`config.mk`:
```
export PLATFORM = sky130hd
export DESIGN_NAME = wdog_escalate
export DESIGN_NICKNAME = d
export VERILOG_FILES = /design/src/rtl/wdog_escalate.sv
export SDC_FILE = /design/constraint.sdc
export NUM_CORES = 1
export LEC_CHECK = 0
export BUFFER_PORTS_ARGS = -buffer_cell sky130_fd_sc_hd__buf_2
export CORE_UTILIZATION = 35
export CTS_CLUSTER_SIZE = 40
export DETAILED_ROUTE_END_ITERATION = 10
export MAX_ROUTING_LAYER = met4
export PLACE_DENSITY = 0.59
export SLEW_MARGIN = 5
export SYNTH_ARGS = -nofsm -noshare
export SYNTH_HDL_FRONTEND = slang
export SYNTH_SLANG_ARGS = --single-unit
```
`constraint.sdc`:
```
create_clock -name clk -period 2.4 [get_ports clk]
set_clock_uncertainty 0.05 [all_clocks]
set_input_delay 0.36 -clock clk [delete_from_list [all_inputs] [get_ports clk]]
set_output_delay 0.36 -clock clk [all_outputs]
set_load 0.03 [all_outputs]
```
`src/rtl/wdog_escalate.sv`:
```
module wdog_escalate #(
  parameter int CNT_W = 10,
  parameter int TMR_RST = 4
) (
  input  logic        clk,
  input  logic        rst_n,
  input  logic        tick_en,
  input  logic        wr_en,
  input  logic [3:0]  addr,
  input  logic [1:0]  byte_en,
  input  logic [15:0] wr_data,
  output logic [15:0] rd_data,
  input  logic        strap_spkr,
  input  logic        no_reboot,
  output logic        smi_pulse,
  output logic        nmi_pulse,
  output logic        reset_req
);
  localparam logic [3:0] A_RLD = 4'd0, A_TMR = 4'd1, A_DIN = 4'd2, A_DOUT = 4'd3,
                         A_ST1 = 4'd4, A_ST2 = 4'd5, A_CT1 = 4'd6, A_CT2 = 4'd7,
                         A_MSG = 4'd8, A_WDC = 4'd9, A_SWI = 4'd10, A_SMIE = 4'd11;
  localparam int HALT = 11, LOCK = 12, WDEN = 13;
  localparam int TO_B = 3, SWSMI_B = 1, INT_B = 2, SEC_B = 1, BOOT_B = 2;
  localparam logic [15:0] CMASK = 16'((32'd1 << CNT_W) - 1);
  localparam logic [15:0] ST1_WM = 16'h000E;
  localparam logic [15:0] ST2_WM = 16'h0006;
  localparam logic [15:0] CT1_WM = 16'h1F00;

  logic [15:0] rld_q, tmr_q, sts1_q, sts2_q, ctrl1_q, ctrl2_q, msg_q, smien_q;
  logic [7:0]  din_q, dout_q, wdc_q, swi_q;
  logic [CNT_W-1:0] cnt_q;
  logic run_q, to_q;

  function automatic logic [15:0] lanes(input logic [15:0] o, input logic [15:0] d,
                                        input logic [1:0] be);
    return {be[1] ? d[15:8] : o[15:8], be[0] ? d[7:0] : o[7:0]};
  endfunction

  function automatic logic [7:0] lane0(input logic [7:0] o, input logic [15:0] d,
                                       input logic [1:0] be);
    return be[0] ? d[7:0] : o;
  endfunction

  wire wr_any = wr_en && (byte_en != 2'b00);
  wire w_rld  = wr_any && addr == A_RLD;
  wire w_din  = wr_any && addr == A_DIN;
  wire w_dout = wr_any && addr == A_DOUT;
  wire w_ct1  = wr_any && addr == A_CT1;

  wire [15:0] rld_w  = lanes(rld_q, wr_data, byte_en);
  wire [15:0] tmr_w  = lanes(tmr_q, wr_data, byte_en) & CMASK;
  wire [15:0] ct1_w  = (lanes(ctrl1_q, wr_data, byte_en) & CT1_WM) | (ctrl1_q & (16'd1 << LOCK));
  wire [15:0] smie_m = lanes(smien_q, wr_data, byte_en);
  wire [15:0] smie_w = ctrl1_q[LOCK] ? {smie_m[15:WDEN+1], smien_q[WDEN], smie_m[WDEN-1:0]} : smie_m;

  wire tmr_ok   = tmr_q > 16'd1;
  wire can_run  = !ctrl1_q[HALT] && tmr_ok;
  wire run_new  = !ct1_w[HALT] && tmr_ok;
  wire expire   = run_q && tick_en && (cnt_q <= CNT_W'(1));
  wire do_reset = expire && to_q && !strap_spkr && !no_reboot;
  wire irq_fire = expire && !do_reset;

  always_ff @(posedge clk or negedge rst_n) begin
    if (!rst_n) begin
      rld_q <= '0; tmr_q <= 16'(TMR_RST); sts1_q <= '0; sts2_q <= '0;
      ctrl1_q <= '0; ctrl2_q <= 16'h0008; msg_q <= '0; smien_q <= '0;
      din_q <= '0; dout_q <= '0; wdc_q <= '0; swi_q <= 8'h03;
      cnt_q <= '0; run_q <= 1'b0; to_q <= 1'b0;
      smi_pulse <= 1'b0; nmi_pulse <= 1'b0; reset_req <= 1'b0;
    end else begin
      smi_pulse <= (irq_fire && smien_q[WDEN]) || w_din;
      nmi_pulse <= irq_fire && !smien_q[WDEN];
      reset_req <= do_reset;

      if (wr_any) begin
        case (addr)
          A_TMR:  tmr_q   <= tmr_w;
          A_DIN:  din_q   <= lane0(din_q, wr_data, byte_en);
          A_DOUT: dout_q  <= lane0(dout_q, wr_data, byte_en);
          A_CT2:  ctrl2_q <= lanes(ctrl2_q, wr_data, byte_en);
          A_MSG:  msg_q   <= lanes(msg_q, wr_data, byte_en);
          A_WDC:  wdc_q   <= lane0(wdc_q, wr_data, byte_en);
          A_SWI:  swi_q   <= lane0(swi_q, wr_data, byte_en);
          A_SMIE: smien_q <= smie_w;
          default: ;
        endcase
      end

      sts1_q <= ((wr_any && addr == A_ST1) ? lanes(sts1_q, wr_data, byte_en) & ST1_WM : sts1_q)
              | (16'(expire) << TO_B) | (16'(w_din) << SWSMI_B) | (16'(w_dout) << INT_B);
      sts2_q <= ((wr_any && addr == A_ST2) ? lanes(sts2_q, wr_data, byte_en) & ST2_WM : sts2_q)
              | (16'(expire && to_q) << SEC_B) | (16'(expire && to_q) << BOOT_B);

      if (expire) begin
        to_q  <= !to_q;
        cnt_q <= tmr_q[CNT_W-1:0];
        if (do_reset) begin
          run_q <= 1'b0;
          rld_q <= '0;
        end else begin
          rld_q <= tmr_q;
        end
      end else if (run_q && tick_en) begin
        cnt_q <= cnt_q - CNT_W'(1);
      end

      if (w_rld) begin
        to_q <= 1'b0;
        if (can_run) begin
          rld_q <= tmr_q;
          cnt_q <= tmr_q[CNT_W-1:0];
          run_q <= 1'b1;
        end else begin
          rld_q <= rld_w;
        end
      end

      if (w_ct1) begin
        ctrl1_q <= ct1_w;
        if (run_new) begin
          rld_q <= tmr_q;
          cnt_q <= tmr_q[CNT_W-1:0];
          run_q <= 1'b1;
        end else begin
          run_q <= 1'b0;
        end
      end
    end
  end

  always_comb begin
    case (addr)
      A_RLD:  rd_data = run_q ? ((rld_q & ~CMASK) | 16'(cnt_q)) : rld_q;
      A_TMR:  rd_data = tmr_q;
      A_DIN:  rd_data = {8'h00, din_q};
      A_DOUT: rd_data = {8'h00, dout_q};
      A_ST1:  rd_data = sts1_q;
      A_ST2:  rd_data = sts2_q;
      A_CT1:  rd_data = ctrl1_q;
      A_CT2:  rd_data = ctrl2_q;
      A_MSG:  rd_data = msg_q;
      A_WDC:  rd_data = {8'h00, wdc_q};
      A_SWI:  rd_data = {8'h00, swi_q};
      A_SMIE: rd_data = smien_q;
      default: rd_data = 16'h0000;
    endcase
  end
endmodule

```
==> results.md, run 1 <==
* Area after DPL at roughly 7400 sq um
* Chip height at ~140 um
* Final setup fails at 1
* Number of synthesized register bits at roughly 130
* Via Count at roughly 5000
* Total grt overflow at 0
* GPL Wtd Cong at approximately 0.93
* WL/cell at 20.9 um
* Final non-filler cell total at 880
* TNS Setup at -0.00469 ns
* Initial antenna violation count at 0
* CP startpoint kind: flop
* Final min period at 2.40 ns
* Critical Path Fanout Max at 9
* Worst-Skew Late Latency at ~0.42 ns
* Peak supply drop at 0.564 mV
* Nets@finish at between 600 and 700
* Final hold slack at 0.157 ns
* Worst Path Required at 1.99 ns
* Dominant cells by area after synthesis: dfrtp_1, mux2_2, a22oi_1
* CTS tree: built
* Max-slew violation count at 0
* Fmax at between 400 and 500 MHz
* # IOs at 47
* Hold Violations, Final at 0
* Vias in the first global route at 5082
* Post-Syn Instances at roughly 530
* Hold path start: wr_data[12]
* DRT Pass-1 Iters at 4
* FF-to-FF Start: cnt_q[6]
* H-Tree Depth at 4
* Yosys top cell area share at 0.493
* Final instance area at around 8000 sq um
* Worst Setup SP: run_q
* Root Buffer: clkbuf_16
* Vias per inst at approximately 5.6
* ANT cells at 0
* Hpwl dp at roughly 14000 um
* Routed wire length at 18400 um
* Register area share after synthesis at 0.510
* Worst hold path class: primary input to flop
* Crit Path Category: flop to primary output
* Core Rows at between 40 and 50
* Die Width at between 100 and 150 um
* Top cells by count, synth: dfrtp_1, mux2_2, a22oi_1, nor2_1, nand2_1
* Mapped Area at about 6400 sq um
* Total clock sinks at between 100 and 150
* IO Port Bufs at 46
* Antenna-violating nets left at 0
* Post-synth EDFFs at 0
* Initial core utilization at 0.357
* Inst Count DP at ~840
* CTS Buf Count at 17
* Maxcap violations at 0
* Largest net degree at the start of global routing at 63
* Crit end category: primary output
* Worst Slack Setup Final at -0.00469 ns
* Drt first-iter violations at roughly 360
* Synth async-reset ratio at 1.00
* Die area at roughly 19000 sq um
* RSZ-0062 raised after global routing: true
* Lkg Pwr at between 0.003 and 0.004 uW
* Clk pin slew, worst setup/hold paths at 0.06 ns
* Core region area at around 18000 sq um
* Syn Area/Cell at between 10 and 15 sq um
* Final period util at 1.00
* Share of cells above drive strength 1 at 0.436
* Outcome: finished with violations
* Yosys warns at 0
* Residual DRC at 0
* Final core utilization at 0.449
* Global-route wire length before repair at 29100 um
* Yosys cell types at 60
* Slew HR at 0.575
* Bufs on Longest Clock Path at 2
* PwrDens at around 930 nW/um^2
* Main synth FF type: dfrtp_1
* Global-route usage over all layers at 0.215
* Syn nets at between 500 and 600
* Top-count cell post-synth: dfrtp_1
* Critical Path AT at approximately 2.0 ns
* Biggest area consumer among synthesized cells: dfrtp_1
* Worst-Margin Slew at ~0.63 ns
* Violated checks: negative setup slack
* Synth-to-Final Area Change at 25.5%
critical path, stage by stage, from the launching register on:
cell	delay, ns
dfrtp_2	0.42
buf_12	0.15
mux2i_1	0.26
o32ai_1	0.16
a221oi_1	0.24
o211ai_1	0.13
buf_2	0.20
cells by family after synthesis:
family,count (synthesis),synth area share
xor+xnor,9,0.0122
simple gates,129,0.115
fa+ha+maj,2,0.00388
flops,131,0.510
mux,128,0.220
buf+inv,32,0.0227
compound gates,97,0.117
state kept, by name (all words and copies together) (netlist names):
signal,count
cnt_q,10
ctrl1_q,5
ctrl2_q,16
din_q,8
dout_q,8
msg_q,16
nmi_pulse,1
reset_req,1
rld_q,16
run_q,1
smi_pulse,1
smien_q,16
sts1_q,3
sts2_q,2
swi_q,8
tmr_q,10
to_q,1
wdc_q,8
metal layers:
layer,up-vias,track usage,part of all wire
met3,23,0.0350,0.039
met2,113,0.331,0.48
met4,0,0.0800,0.020
met5,-,-,0
met1,2561,0.285,0.46
li1,2210,-,-
final timing paths:
path                          endpoint  slack, ns  cells after the start
min in group asynchronous    reset_req       0.37                      2
max reg2reg                   cnt_q[3]       0.12                      4
min reg2reg                ctrl1_q[12]       0.44                      1
max in group asynchronous     swi_q[1]       1.10                      3
max                         rd_data[5]     -0.005                      6
min                        ctrl1_q[12]       0.16                      2
power by group:
| group | total (uW) | switching (uW) | leakage [uW] | internal, uW |
|---|---|---|---|---|
| clock | 2770 | 971 | 0.000311 | 1800 |
| combinational | 1680 | 828 | 0.00170 | 850 |
| sequential | 3060 | 349 | 0.00167 | 2720 |
cell type report:
| cell class | count | area [sq um] |
|---|---|---|
| clock buffer | 20 | 457 |
| clock inverter | 12 | 178 |
| fill | 1677 | 9940 |
| inverter | 4 | 15.0 |
| multi-input combinational | 365 | 3040 |
| sequential | 131 | 3280 |
| tap | 229 | 287 |
| timing repair buffer | 119 | 821 |
placed cells by master, fill, tap and decap left out, types with 5 or more instances in the layout:
cell type | synthesis | layout
dfrtp_1 | 127 | 126
nand3_1 | 16 | 16
buf_4 | 0 | 71
buf_2 | 3 | 43
a22oi_1 | 38 | 38
clkbuf_16 | 0 | 17
xnor2_1 | 5 | 5
and3_1 | 7 | 7
nand2b_1 | 6 | 5
mux2i_1 | 21 | 21
a21oi_1 | 9 | 9
mux2_2 | 106 | 105
nor3_1 | 10 | 9
nor3_2 | 4 | 5
o21ai_0 | 7 | 7
nor2_1 | 29 | 29
nand2_1 | 25 | 25
nor4_1 | 6 | 5
o2bb2ai_1 | 11 | 11
per-stage QoR:
stage | setup slack, ns | total power [uW]
finish | -0.00469 | 7510
global route | -0.0907 | 7860
CTS | -0.0360 | 7520
detailed placement | 0.00642 | 4700
global placement | 0.0634 | 4620
floorplan | 0.164 | 4060
repair_timing:
item | CTS | global route
hold endpoints to repair | 38 | 0
pin swaps | 2 | 4
endpoints found under the setup margin | 6 | 21
hold buffers | 1 | 0
buffers inserted | 4 | 0
gates resized for setup | 4 | 6
cloned | 0 | 0
Power figures use the tool's default switching activity.
==> inputs of run 2 (changes only) <==
--- a/config.mk
+++ b/config.mk
@@ -6,11 +6,13 @@
 export NUM_CORES = 1
 export LEC_CHECK = 0
 export BUFFER_PORTS_ARGS = -buffer_cell sky130_fd_sc_hd__buf_2
-export CORE_UTILIZATION = 35
+export CORE_ASPECT_RATIO = 0.75
+export CORE_UTILIZATION = 40
+export CTS_CLUSTER_DIAMETER = 30
 export CTS_CLUSTER_SIZE = 40
 export DETAILED_ROUTE_END_ITERATION = 10
 export MAX_ROUTING_LAYER = met4
-export PLACE_DENSITY = 0.59
+export PLACE_DENSITY = 0.65
 export SLEW_MARGIN = 5
 export SYNTH_ARGS = -nofsm -noshare
 export SYNTH_HDL_FRONTEND = slang
==> results.md, run 2 (synthesis gave the netlist of run 1 again) <==
* Outcome: finished, final reports clean
* Critical Path AT at 1.97 ns (-0.02 ns)
* Worst-Skew Late Latency at 0.42 ns (about the same)
* Most frequent cells in the layout: dfrtp_1, mux2_2, buf_4
* Worst r2r dst: cnt_q[2]
* GPL Wtd Cong at 0.897 (-3.4%)
* Hold Violations, Final at 0 (unchanged)
* Residual DRC at 0 (unchanged)
* Final min period at 2.38 ns (-0.0257 ns)
* FF-to-FF Start: cnt_q[7]
* Die area at 16600 sq um (-12%)
* Global-route wire length before repair at 29000 um (-0.35%)
* TNS Setup at 0 ns (+0.00469 ns)
* WL/cell at 21.7 um (+3.6%)
* DRT Pass-1 Iters at 5 (+1)
* Antenna-violating nets left at 0 (unchanged)
* PwrDens at 923 nW/um^2 (-0.64%)
* Nets@finish at 656 (-1.8%)
* Global-route usage over all layers at 0.240 (+0.0248)
* ANT cells at 0 (unchanged)
* Final period util at 0.991 (-0.0107)
* Worst-Margin Slew at 0.613 ns (-0.0187 ns)
* Overall Power at 7370 uW (-1.8%)
* Reg2reg setup slack at 0.10 ns (-0.02 ns)
* # IOs at 47 (unchanged)
* Crit Path Category: flop to primary output
* Worst Setup SP: run_q
* Hpwl dp at 12600 um (-7.1%)
* Reg2Reg Depth at 4 (unchanged)
* CTS tree: built
* Core Rows at 39 (-20%)
* Inst Count DP at 807 (-4.3%)
* H-Tree Depth at 4 (unchanged)
* Routing usage on met2 at 0.339 (+0.00843)
* Routed wire length at 18300 um (-0.59%)
* Vias in the first global route at 5195 (+2.2%)
* Total grt overflow at 0 (unchanged)
* Initial core utilization at 0.417 (+0.0591)
* Total clock sinks at 131 (unchanged)
* Final non-filler cell total at 844 (-4.1%)
* Fmax at 420 MHz (+1.1%)
* GRT met1 Usage at 0.333 (+0.0474)
* Final setup fails at 0 (-1)
* Core region area at 15500 sq um (-14%)
* Root Buffer: clkbuf_16
* Worst hold path class: primary input to flop
* CTS Buf Count at 17 (unchanged)
* IO Port Bufs at 46 (unchanged)
* Drt first-iter violations at 513 (+44%)
* Clk pin slew, worst setup/hold paths at 0.06 ns (about the same)
* Most used routing layer: met2
* Crit end category: primary output
* Initial antenna violation count at 0 (unchanged)
* Share of cells above drive strength 1 at 0.435 (-0.00120)
* Via Count at 4957 (+1.0%)
* Worst Path Required at 1.99 ns (about the same)
* Lkg Pwr at 0.00362 uW (-1.5%)
* Maxcap violations at 0 (unchanged)
* Bufs on Longest Clock Path at 2 (unchanged)
* Most common cell after layout, fill and taps aside: dfrtp_1
* Chip height at 112 um (-19%)
* Peak supply drop at 0.351 mV (-38%)
* Vias per inst at 5.87 (+5.3%)
* CP startpoint kind: flop
* Critical Path End: rd_data[4]
* Largest net degree at the start of global routing at 58 (-7.9%)
* Die Width at 149 um (+7.9%)
* Slew HR at 0.588 (+0.0132)
* Max-slew violation count at 0 (unchanged)
* RSZ-0062 raised after global routing: true
* Global Route met3 Usage at 0.0598 (+0.0249)
* Synth-to-Final Area Change at 24.0%
* Critical Path Fanout Max at 4 (-5)
## run 2: cell types whose count changed in the layout (fill, tap and decap cells not counted), moves of 2 or more
cell,before,now
mux2i_2,0,2
buf_4,71,55
inv_6,2,4
mux2i_1,21,19
buf_6,2,6
bufinv_16,4,2
inv_8,0,3
a21oi_2,0,2
nand3_2,0,2
buf_2,43,41
a21oi_1,9,7
clkbuf_8,2,0
## run 2: final cells by class
type	instances	area [sq um]
fillers	1303	7480
inverters	4	15.0
well taps	205	256
flip-flops and latches	131	3280
repair buffers	106	756
multi-input cells	366	3080
clock buffers	17	425
clock inverters	15	171
## run 2: timing repair
action,CTS,global route
hold buffers,1,0
gates cloned,0,1
buffers inserted,2,1
endpoints found under the hold margin,48,0
pin swaps,3,8
setup endpoints to repair,3,23
gates resized for setup,4,19
## run 2: stage by stage
step            util  hold WS (ns)  area [sq um]  worst slack [ns]
2_1_floorplan      -        0.0144          6440             0.164
3_3_place_gp   0.470         0.289          7270           -0.0325
3_5_place_dp   0.470         0.293          7270            -0.141
4_1_cts        0.511         0.136          7900          -0.00851
5_1_grt        0.516         0.159          7990           -0.0513
6_report       0.516         0.158          7990            0.0210
## run 2: report_power, final
part	leakage [uW]	switching [uW]	internal [uW]	total [uW]
Sequential	0.00167	376	2710	3090
Clock	0.000290	1070	1560	2630
Combinational	0.00166	805	846	1650
## run 2: how the worst min path moves through the flow
stage	startpoint	slack, ns	endpoint	depth (start not counted)
2_1_floorplan	rst_n	0.01	cnt_q[0]	0
3_3_place_gp	rst_n	0.29	msg_q[3]	1
3_5_place_dp	rst_n	0.29	msg_q[3]	1
4_1_cts	wr_data[12]	0.14	ctrl1_q[12]	2
5_1_grt	wr_data[12]	0.16	ctrl1_q[12]	2
6_report	wr_data[12]	0.16	ctrl1_q[12]	2
## run 2: worst max-delay path: stages, from the launching register on
cell	delay, ns
dfrtp_1	0.42
buf_6	0.16
mux2_4	0.31
a222oi_1	0.32
nand3_1	0.16
buf_6	0.17
## run 2: routing by layer
metal	vias to the layer above	part of all wire
li1	2194	-
met1	2537	0.47
met2	196	0.44
met3	30	0.064
met4	0	0.021
met5	-	0
